## src/rtl/walsh_pkg.sv

```systemverilog
package walsh_pkg;
  localparam int unsigned N_FUNC_DEF = 32;
  localparam int unsigned COEF_W_DEF = 8;
  localparam int unsigned N_CHAN_DEF = 10;

  typedef enum logic {
    PH_HW   = 1'b0,
    PH_HOST = 1'b1
  } phase_e;
endpackage

```

## src/rtl/walsh_seq_ctr.sv

```systemverilog
module walsh_seq_ctr
  import walsh_pkg::*;
#(
  parameter int unsigned N_FUNC = N_FUNC_DEF,
  parameter int unsigned N_CHAN = N_CHAN_DEF,
  localparam int unsigned IDX_W = $clog2(N_FUNC)
) (
  input  logic              clk_i,
  input  logic              rst_ni,
  output phase_e            phase_o,
  output logic [IDX_W-1:0]  idx_o,
  output logic              frame_end_o,
  output logic [N_CHAN-1:0] chan_sel_o
);
  localparam logic [IDX_W-1:0] IDX_LAST = IDX_W'(N_FUNC - 1);

  phase_e           phase_q;
  logic [IDX_W-1:0] idx_q;

  always_ff @(posedge clk_i or negedge rst_ni) begin
    if (!rst_ni) begin
      phase_q <= PH_HW;
      idx_q   <= '0;
    end else begin
      phase_q <= (phase_q == PH_HOST) ? PH_HW : PH_HOST;
      if (phase_q == PH_HOST) idx_q <= (idx_q == IDX_LAST) ? '0 : idx_q + 1'b1;
    end
  end

  assign phase_o     = phase_q;
  assign idx_o       = idx_q;
  assign frame_end_o = (phase_q == PH_HW) && (idx_q == IDX_LAST);

  // 1-of-N decode of the upper index bits
  for (genvar c = 0; c < N_CHAN; c++) begin : g_dec
    assign chan_sel_o[c] = (idx_q[IDX_W-1:1] == (IDX_W-1)'(c));
  end

  p_idx_hold_r3: assert property (@(posedge clk_i) disable iff (!rst_ni)
    ($past(phase_q) == PH_HW) |-> (idx_q == $past(idx_q)));
  p_idx_step_r3: assert property (@(posedge clk_i) disable iff (!rst_ni)
    (($past(phase_q) == PH_HOST) && ($past(idx_q) != IDX_LAST)) |-> (idx_q == $past(idx_q) + 1'b1));
  p_sel_onehot_r8: assert property (@(posedge clk_i) disable iff (!rst_ni)
    $onehot0(chan_sel_o));
endmodule

```

## src/rtl/walsh_coef_ram.sv

```systemverilog
module walsh_coef_ram
  import walsh_pkg::*;
#(
  parameter int unsigned N_FUNC = N_FUNC_DEF,
  parameter int unsigned COEF_W = COEF_W_DEF,
  localparam int unsigned IDX_W = $clog2(N_FUNC)
) (
  input  logic              clk_i,
  input  logic              rst_ni,
  input  phase_e            phase_i,
  input  logic              wr_en_i,
  input  logic [IDX_W-1:0]  wr_addr_i,
  input  logic [COEF_W-1:0] wr_data_i,
  input  logic [IDX_W-1:0]  rd_addr_i,
  output logic [COEF_W-1:0] rd_data_o
);
  logic [N_FUNC-1:0][COEF_W-1:0] mem_q;

  always_ff @(posedge clk_i or negedge rst_ni) begin
    if (!rst_ni) mem_q <= '0;
    else if (wr_en_i && phase_i == PH_HOST) mem_q[wr_addr_i] <= wr_data_i;
  end

  // hardware read port, used only in PH_HW
  assign rd_data_o = mem_q[rd_addr_i];

  p_no_write_hw_r2: assert property (@(posedge clk_i) disable iff (!rst_ni)
    ($past(phase_i) == PH_HW) |-> (mem_q == $past(mem_q)));
  p_write_lands_r7: assert property (@(posedge clk_i) disable iff (!rst_ni)
    ($past(phase_i) == PH_HOST && $past(wr_en_i)) |-> (mem_q[$past(wr_addr_i)] == $past(wr_data_i)));
endmodule

```

## src/rtl/walsh_term_acc.sv

```systemverilog
module walsh_term_acc
  import walsh_pkg::*;
#(
  parameter int unsigned N_FUNC = N_FUNC_DEF,
  parameter int unsigned COEF_W = COEF_W_DEF,
  localparam int unsigned IDX_W = $clog2(N_FUNC),
  localparam int unsigned ACC_W = COEF_W + IDX_W,
  localparam int unsigned OUT_W = ACC_W - 1
) (
  input  logic              clk_i,
  input  logic              rst_ni,
  input  phase_e            phase_i,
  input  logic              frame_end_i,
  input  logic [COEF_W-1:0] coef_i,
  input  logic              wbit_i,
  output logic [OUT_W-1:0]  sample_o
);
  logic [ACC_W-1:0] acc_q, coef_ext, operand, sum_next;
  logic [OUT_W-1:0] sample_q;
  logic             cin;

  assign coef_ext = {{IDX_W{coef_i[COEF_W-1]}}, coef_i};
  // +1 passes, -1 negates via inverse plus carry-in
  assign operand  = wbit_i ? coef_ext : ~coef_ext;
  assign cin      = ~wbit_i;
  assign sum_next = acc_q + operand + {{(ACC_W-1){1'b0}}, cin};

  always_ff @(posedge clk_i or negedge rst_ni) begin
    if (!rst_ni) begin
      acc_q    <= '0;
      sample_q <= '0;
    end else if (phase_i == PH_HW) begin
      if (frame_end_i) begin
        sample_q <= sum_next[ACC_W-1:1];
        acc_q    <= '0;
      end else begin
        acc_q <= sum_next;
      end
    end
  end

  assign sample_o = sample_q;

  p_acc_clear_r5: assert property (@(posedge clk_i) disable iff (!rst_ni)
    (phase_i == PH_HW && frame_end_i) |=> (acc_q == '0));
  p_sample_hold_r6: assert property (@(posedge clk_i) disable iff (!rst_ni)
    !(phase_i == PH_HW && frame_end_i) |=> $stable(sample_q));
  p_acc_hold_host_r4: assert property (@(posedge clk_i) disable iff (!rst_ni)
    (phase_i == PH_HOST) |=> $stable(acc_q));
endmodule

```

## src/rtl/walsh_mac_channel.sv

```systemverilog
module walsh_mac_channel
  import walsh_pkg::*;
#(
  parameter int unsigned N_FUNC  = N_FUNC_DEF,
  parameter int unsigned COEF_W  = COEF_W_DEF,
  parameter int unsigned N_CHAN  = N_CHAN_DEF,
  parameter int unsigned CHAN_ID = 0,
  localparam int unsigned IDX_W  = $clog2(N_FUNC),
  localparam int unsigned OUT_W  = COEF_W + IDX_W - 1
) (
  input  logic              clk_i,
  input  logic              rst_ni,
  input  logic              wr_en_i,
  input  logic [IDX_W-1:0]  wr_addr_i,
  input  logic [COEF_W-1:0] wr_data_i,
  input  logic [N_FUNC-1:0] walsh_i,
  output logic              phase_o,
  output logic [IDX_W-1:0]  func_idx_o,
  output logic [OUT_W-1:0]  sample_o,
  output logic              bus_en_o,
  output logic [OUT_W-1:0]  bus_o
);
  phase_e            phase;
  logic [IDX_W-1:0]  idx;
  logic              frame_end;
  logic [N_CHAN-1:0] chan_sel;
  logic [COEF_W-1:0] coef_rd;
  logic [OUT_W-1:0]  sample;

  walsh_seq_ctr #(.N_FUNC(N_FUNC), .N_CHAN(N_CHAN)) u_ctr (
    .clk_i       (clk_i),
    .rst_ni      (rst_ni),
    .phase_o     (phase),
    .idx_o       (idx),
    .frame_end_o (frame_end),
    .chan_sel_o  (chan_sel)
  );

  walsh_coef_ram #(.N_FUNC(N_FUNC), .COEF_W(COEF_W)) u_ram (
    .clk_i     (clk_i),
    .rst_ni    (rst_ni),
    .phase_i   (phase),
    .wr_en_i   (wr_en_i),
    .wr_addr_i (wr_addr_i),
    .wr_data_i (wr_data_i),
    .rd_addr_i (idx),
    .rd_data_o (coef_rd)
  );

  walsh_term_acc #(.N_FUNC(N_FUNC), .COEF_W(COEF_W)) u_acc (
    .clk_i       (clk_i),
    .rst_ni      (rst_ni),
    .phase_i     (phase),
    .frame_end_i (frame_end),
    .coef_i      (coef_rd),
    .wbit_i      (walsh_i[idx]),
    .sample_o    (sample)
  );

  assign phase_o    = (phase == PH_HOST);
  assign func_idx_o = idx;
  assign sample_o   = sample;
  assign bus_en_o   = chan_sel[CHAN_ID];
  assign bus_o      = bus_en_o ? sample : '0;

  p_bus_zero_r8: assert property (@(posedge clk_i) disable iff (!rst_ni)
    !bus_en_o |-> (bus_o == '0));
  p_bus_match_r8: assert property (@(posedge clk_i) disable iff (!rst_ni)
    bus_en_o |-> (bus_o == sample_o && func_idx_o[IDX_W-1:1] == (IDX_W-1)'(CHAN_ID)));
endmodule

```

## config.mk

```make
export PLATFORM = sky130hd
export DESIGN_NAME = walsh_mac_channel
export DESIGN_NICKNAME = d
export VERILOG_FILES = /design/src/rtl/walsh_pkg.sv /design/src/rtl/walsh_seq_ctr.sv /design/src/rtl/walsh_coef_ram.sv /design/src/rtl/walsh_term_acc.sv /design/src/rtl/walsh_mac_channel.sv
export SDC_FILE = /design/constraint.sdc
export NUM_CORES = 1
export LEC_CHECK = 0
export CORE_ASPECT_RATIO = 0.75
export CORE_MARGIN = 5
export CORE_UTILIZATION = 36
export DETAILED_ROUTE_END_ITERATION = 12
export GPL_ROUTABILITY_DRIVEN = 0
export PLACE_DENSITY = 0.54
export SETUP_SLACK_MARGIN = 0.15
export SYNTH_ARGS = -nofsm -noshare
export SYNTH_HDL_FRONTEND = slang
export SYNTH_SLANG_ARGS = --single-unit
```

## constraint.sdc

```tcl
create_clock -name clk_i -period 5.36 [get_ports clk_i]
set_input_delay 1.072 -clock clk_i [delete_from_list [all_inputs] [get_ports clk_i]]
set_output_delay 1.072 -clock clk_i [all_outputs]
set_load 0.01 [all_outputs]
```

# Word-level counts from Yosys, hierarchy flattened
# Index checks and enable logic that the tools add are counted.
dict set report word_totals {
  elab_cells 63
  register_bits 287
}
dict set report op_classes {
  bitwise 3
  n_reduce_logical 5
  add_sub_neg 3
  n_eq_ne 1
  n_lt_le_gt_ge 3
  mux 12
}
# operator count
set ops {}
lappend ops {{$bwmux 256} 1}
lappend ops {{$bmux 8 s5} 1}
lappend ops {{$demux 8 s5} 1}
lappend ops {{$mux 13} 2}
lappend ops {{$mux 8} 2}
lappend ops {{$add 13x1->13} 1}
lappend ops {{$add 13x13->13} 1}
lappend ops {{$not 13->13} 1}
lappend ops {{$lt 5x6->1 const B} 2}
lappend ops {{$mux 12} 1}
lappend ops {{$add 5x1->5 const B} 1}
lappend ops {{$bmux 1 s5} 1}
lappend ops {{$eq 5x5->1 const B} 1}
lappend ops {{$ge 5x1->1 const B} 1}
lappend ops {{$mux 5} 1}
lappend ops {{$logic_not 4->1} 1}
lappend ops {{$logic_and 1x1->1} 3}
lappend ops {{$mux 1} 2}
lappend ops {{$not 1->1} 2}
lappend ops {{$reduce_and 2->1} 1}

# Depth between registers and ports, before layout
dict set report logic_depth {
  word_depth 7
  ltp_mapped 18
  depth_no_buf 15
}

# By module
# Synthesis repeated with hierarchy kept, for this count alone.
dict set report hier_totals {
  cells_unflattened 979
  hier_area_um2 14268.7
}
# mod area_per_inst_um2 cells_each instances
set modules_own_cells {}
lappend modules_own_cells {walsh_coef_ram 11668.7 700 1}
lappend modules_own_cells {walsh_term_acc 1766.7 181 1}
lappend modules_own_cells {walsh_seq_ctr 429.2 44 1}
lappend modules_own_cells {walsh_mac_channel 404.1 54 1}

# Worst setup path after synthesis
# No wires, ideal clock.
dict set report synth_timing {
  path_kind {register -> register}
  from {register u_ctr.idx_q[0] (netlist: u_ctr.idx_o[0])}
  to {register u_acc.acc_q[12]}
  setup_slack_ns 0.412
  required_ns 5.282
  arrival_ns 4.870
  synth_period_minus_slack_ns 4.948
  path_buffers 3
  stages_incl_launch_ff 17
  cell_sequence {dfrtp_1 -> buf_6 -> clkbuf_1 -> clkbuf_1 -> mux4_2 -> mux4_2 -> mux2i_1 -> xnor2_1 -> ha_1 -> nor2b_1 -> o21a_1 -> o21ai_1 -> a211oi_1 -> a2111oi_0 -> o21ai_0 -> a2111oi_2 -> o21bai_1}
}
dict set report synth_between {
  elab_chain_len 7
}
# element line
set synth_rtl {}
lappend synth_rtl {{from (decl)} walsh_seq_ctr.sv:18} ;# logic [IDX_W-1:0] idx_q;
lappend synth_rtl {{from (signal assigned)} walsh_seq_ctr.sv:26} ;# if (phase_q == PH_HOST) idx_q <= (idx_q == IDX_LAST) ? '0 : idx_q + 1'b1;
lappend synth_rtl {{$bmux 8 s5} walsh_coef_ram.sv:25} ;# assign rd_data_o = mem_q[rd_addr_i];
lappend synth_rtl {{$mux 8 (not written as such)} walsh_coef_ram.sv:25}
lappend synth_rtl {{$not 13->13} walsh_term_acc.sv:24} ;# assign operand = wbit_i ? coef_ext : ~coef_ext;
lappend synth_rtl {{$mux 13} walsh_term_acc.sv:24}
lappend synth_rtl {{$add 13x13->13} walsh_term_acc.sv:26} ;# assign sum_next = acc_q + operand + {{(ACC_W-1){1'b0}}, cin};
lappend synth_rtl {{$add 13x1->13} walsh_term_acc.sv:26}
lappend synth_rtl {{$mux 13 *} walsh_term_acc.sv:33} ;# if (frame_end_i) begin
lappend synth_rtl {{to (signal assigned)} walsh_term_acc.sv:37} ;# acc_q <= sum_next;
lappend synth_rtl {{to (decl)} walsh_term_acc.sv:18} ;# logic [ACC_W-1:0] acc_q, coef_ext, operand, sum_next;
# Every way passes the cells marked *; elsewhere a longest branch is shown, timed or not. The select of a mux whose other input is x is not followed.
# A chain may end at the register's enable or synchronous reset.

# Worst setup path in the final report
# Same ends and word-level chain as after synthesis.

==> impl_metrics.py <==
metrics = {
    "yosys": {
        "muxShareOfSynthArea_pct": 35.92,
        "avgSynthCellArea_um2": 14.80,
        "synth-adder-area-share_pct": 1.302,
        "async_reset_ff_share_pct": 100.0,
        "synthFlopType": "dfrtp_1",
        "netlist.area_leader.share_pct": 51.20,
        "synth_top_family_by_area": "multiplexers",
        "syn_area_mm2": 0.01403,
        "synth_xor_xnor_area_share_pct": 1.097,
        "synth_cells": 948,
        "netlist_top_cells_count": "dfrtp_1 (287), mux2_2 (266), mux4_2 (80)",
        "synth_compound_area_share_pct": 3.399,
        "yosysTopAreaCell": "dfrtp_1",
        "ys_seq_area_share_pct": 51.20,
        "synth_edf_count": 0,
        "ys_ff_latch": 287,
        "ys_warn_count": 0,
        "synth-simple-area-share_pct": 4.933,
        "syn_nets": 1010,
        "synth_area_leaders": "dfrtp_1 (51%), mux2_2 (21%), mux4_2 (13%)",
        "netlist-cell-type-count": 57,
        "synth_most_common_cell": "dfrtp_1",
    },
    "route": {
        "drt-initial-drc-count": 536,
        "vias_per_cell": 5.422,
        "drt-wirelength-per-cell_um": 22.99,
        "drt_first_pass_iters": 8,
        "drc": 0,
        "ant_nets": 0,
        "via_count": 8496,
        "routed_wirelength_um": 36030,
    },
    "worst_setup_path": {
        "r2r-end": "u_acc.acc_q[12]",
        "cpPeakStageDelay_ns": 0.57,
        "r2r_cells": 16,
        "crit_end": "u_acc.acc_q[12]",
        "startpoint": "u_ctr.idx_o[0]",
        "rrSetupSlack_ns": 0.60,
        "required_ns": 5.86,
        "slowest_stage": "dfrtp_4",
        "crit-reg2reg-launch": "u_ctr.idx_o[0]",
        "cp.arrival_ns": 5.26,
        "crit_path_end_kind": "flop",
        "setup.worst_path.start_class": "flop",
        "path_class": "reg2reg",
        "crit_fanout": 21,
        "path_cells": "buf_12, mux4_2, a22oi_1, nand4_1, nand3b_1, nand2_1, fa_1, nor2b_1, o21a_1, o21ai_1, a211oi_2, a2111oi_2, buf_4, o21ai_0, a2111oi_2, o21bai_1",
        "crit_top_cell": "a2111oi_2",
    },
    "clock_network": {
        "cts_hold_buffers": 0,
        "cts_buffer_depth": 3,
        "cts_made_buffers": 30,
        "cts_sinks": 287,
        "cts_tree": "yes",
        "clock-root-buffer": "clkbuf_16",
        "cts_max_level": 1,
        "clk_pin_slew_worst_paths_ns": 0.07,
        "clk_latency_ns": 0.56,
    },
    "global_routing": {
        "grt_pass1_wl_um": 56480,
        "grt_pass1_vias": 8778,
        "grt_use_total_pct": 16.69,
        "antenna_found_initial": 1,
        "grt_max_degree": 114,
        "overflow": 0,
    },
    "sta": {
        "worst_slew_pin_slew_ns": 0.9824,
        "layout_min_cycle_time_ns": 4.761,
        "finalMaxSlewViolations": 0,
        "finalCritPeriodShare_pct": 88.83,
        "setup-tns-final_ns": 0,
        "finalClockSkew_ns": 0.01243,
        "clock.fmax_mhz": 210.0,
        "relSlewSlack_pct": 33.96,
        "setup_viol": 0,
        "rsz0062_at_grt": "false",
        "hold_viol": 0,
    },
    "place": {
        "io_buffers": 78,
        "place_hpwl_um": 23850,
        "dp_cells": 1505,
    },
    "power": {
        "seqPwrFrac_pct": 44.2,
        "ir_worst_vdd_mv": 0.2427,
        "power.switching_mw": 1.571,
        "p_int_mw": 4.244,
        "p_sw_share_pct": 27.01,
        "p_leak_nw": 7.374,
        "clkPwrFrac_pct": 36.9,
        "p_comb_share_pct": 18.8,
        "pwr_density_cell_mw_per_mm2": 351.1,
    },
    "floorplanning": {
        "num_rows": 62,
        "fp.coreArea_mm2": 0.03840,
        "die_h_um": 180.9,
        "fp.dieArea_mm2": 0.04305,
        "ios": 79,
        "start_util_pct": 36.53,
        "fp.dieW_um": 237.9,
    },
    "cells_and_area": {
        "instances_no_fill": 1567,
        "post-route-util_pct": 43.12,
        "drive_gt1_share_pct": 42.56,
        "layout.nets": 1093,
        "antenna_cells": 0,
        "syn2layout_area_growth_pct": 18.06,
    },
    "job": {
        "maxCapViolCount": 0,
    },
    "min_path": {
        "hold_class": "reg2reg",
    },
    "outcome": {
        "status": "completed",
    },
}
[power by group through the flow]
stage / Clock (mW) / Combinational [mW] / Sequential, mW
global route: 2.29 / 1.21 / 2.60
detailed placement: 0 / 1.08 / 2.61
CTS: 2.20 / 1.09 / 2.57
finish: 2.15 / 1.09 / 2.57
floorplan: 0 / 0.773 / 2.56
global placement: 0 / 1.07 / 2.60
[logic make-up (layout without fill, tap and decap cells)]
family | count (synthesis) | after routing
adder cells (fa/ha/maj) | 14 | 14
AND/OR/NAND/NOR | 132 | 132
multiplexers | 362 | 362
buffers and inverters | 73 | 180
XOR/XNOR | 16 | 16
flip-flops | 287 | 287
AO/OA/AOI/OAI | 64 | 64
[metal layers]
metal / routed length (um) / share of wire [%] / track usage [%]
met5: 0 / 0 / 0
met4: 602 / 1.7 / 3.046
met3: 1748 / 4.9 / 3.003
met2: 14320 / 40 / 22.32
met1: 19360 / 54 / 28.01
[worst max-delay path: cells and delay by family, from the launching register on]
kind                     cells  cell delay, ns
AO/OA/AOI/OAI                8            2.00
adder cells (fa/ha/maj)      1            0.22
buffers and inverters        2            0.43
flip-flops                   1            0.57
multiplexers                 1            0.53
AND/OR/NAND/NOR              4            0.90
[layout by cell type (no fill, tap or decap), drive strengths merged, types with 9 or more instances in the layout]
master and count:
o21ai 11, nor2 27, clkinv 9, and2 14, or3 9, mux4 85
nor3 9, a21o 9, clkdlybuf4s50 77, nand2 34, mux2i 11, clkbuf 43
xnor2 12, dfrtp 287, mux2 266, ha 13, buf 41
[repair_timing]
| action | in CTS | in global routing |
|---|---|---|
| gates resized for setup | 0 | 3 |
| buffers inserted | 0 | 6 |
| setup endpoints to repair | 0 | 1 |
[through the flow]
step	total power, mW	setup WS, ns	hold slack (ns)	instance area (um2)
finish	5.815	0.5986	0.4967	16560
global route	6.102	0.1669	0.5141	16560
CTS	5.861	0.3779	0.5019	16500
detailed placement	3.687	0.2264	0.4883	15480
global placement	3.674	0.2449	0.4661	15480
floorplan	3.333	0.4121	0.4481	14030
[how the worst min path moves through the flow]
| stage | start | endpoint | slack, ns | cells past startpoint |
|---|---|---|---|---|
| 6_report | u_acc.sample_o[3] | u_acc.sample_o[3] | 0.50 | 2 |
| 5_1_grt | u_ram.mem_q[158] | u_ram.mem_q[158] | 0.51 | 1 |
| 4_1_cts | u_ram.mem_q[51] | u_ram.mem_q[51] | 0.50 | 1 |
| 3_5_place_dp | u_ram.mem_q[51] | u_ram.mem_q[51] | 0.49 | 1 |
| 3_3_place_gp | u_acc.acc_q[0] | u_acc.acc_q[0] | 0.47 | 1 |
| 2_1_floorplan | u_acc.acc_q[0] | u_acc.acc_q[0] | 0.45 | 1 |
[registers in the layout (all words and copies together) (netlist names)]
register	count
u_ctr.phase_o	1
u_acc.sample_o	12
u_ram.mem_q	256
u_ctr.idx_o	5
u_acc.acc_q	13
[area by class of cell]
type | count | area (um2)
Clock buffer | 43 | 900.9
Clock inverter | 13 | 120.1
Fill cell | 3473 | 21840
Inverter | 6 | 22.52
Multi-Input combinational cell | 588 | 6561
Sequential cell | 287 | 7191
Tap cell | 512 | 640.6
Timing Repair Buffer | 118 | 1124
(Power assumes the default switching activity.)
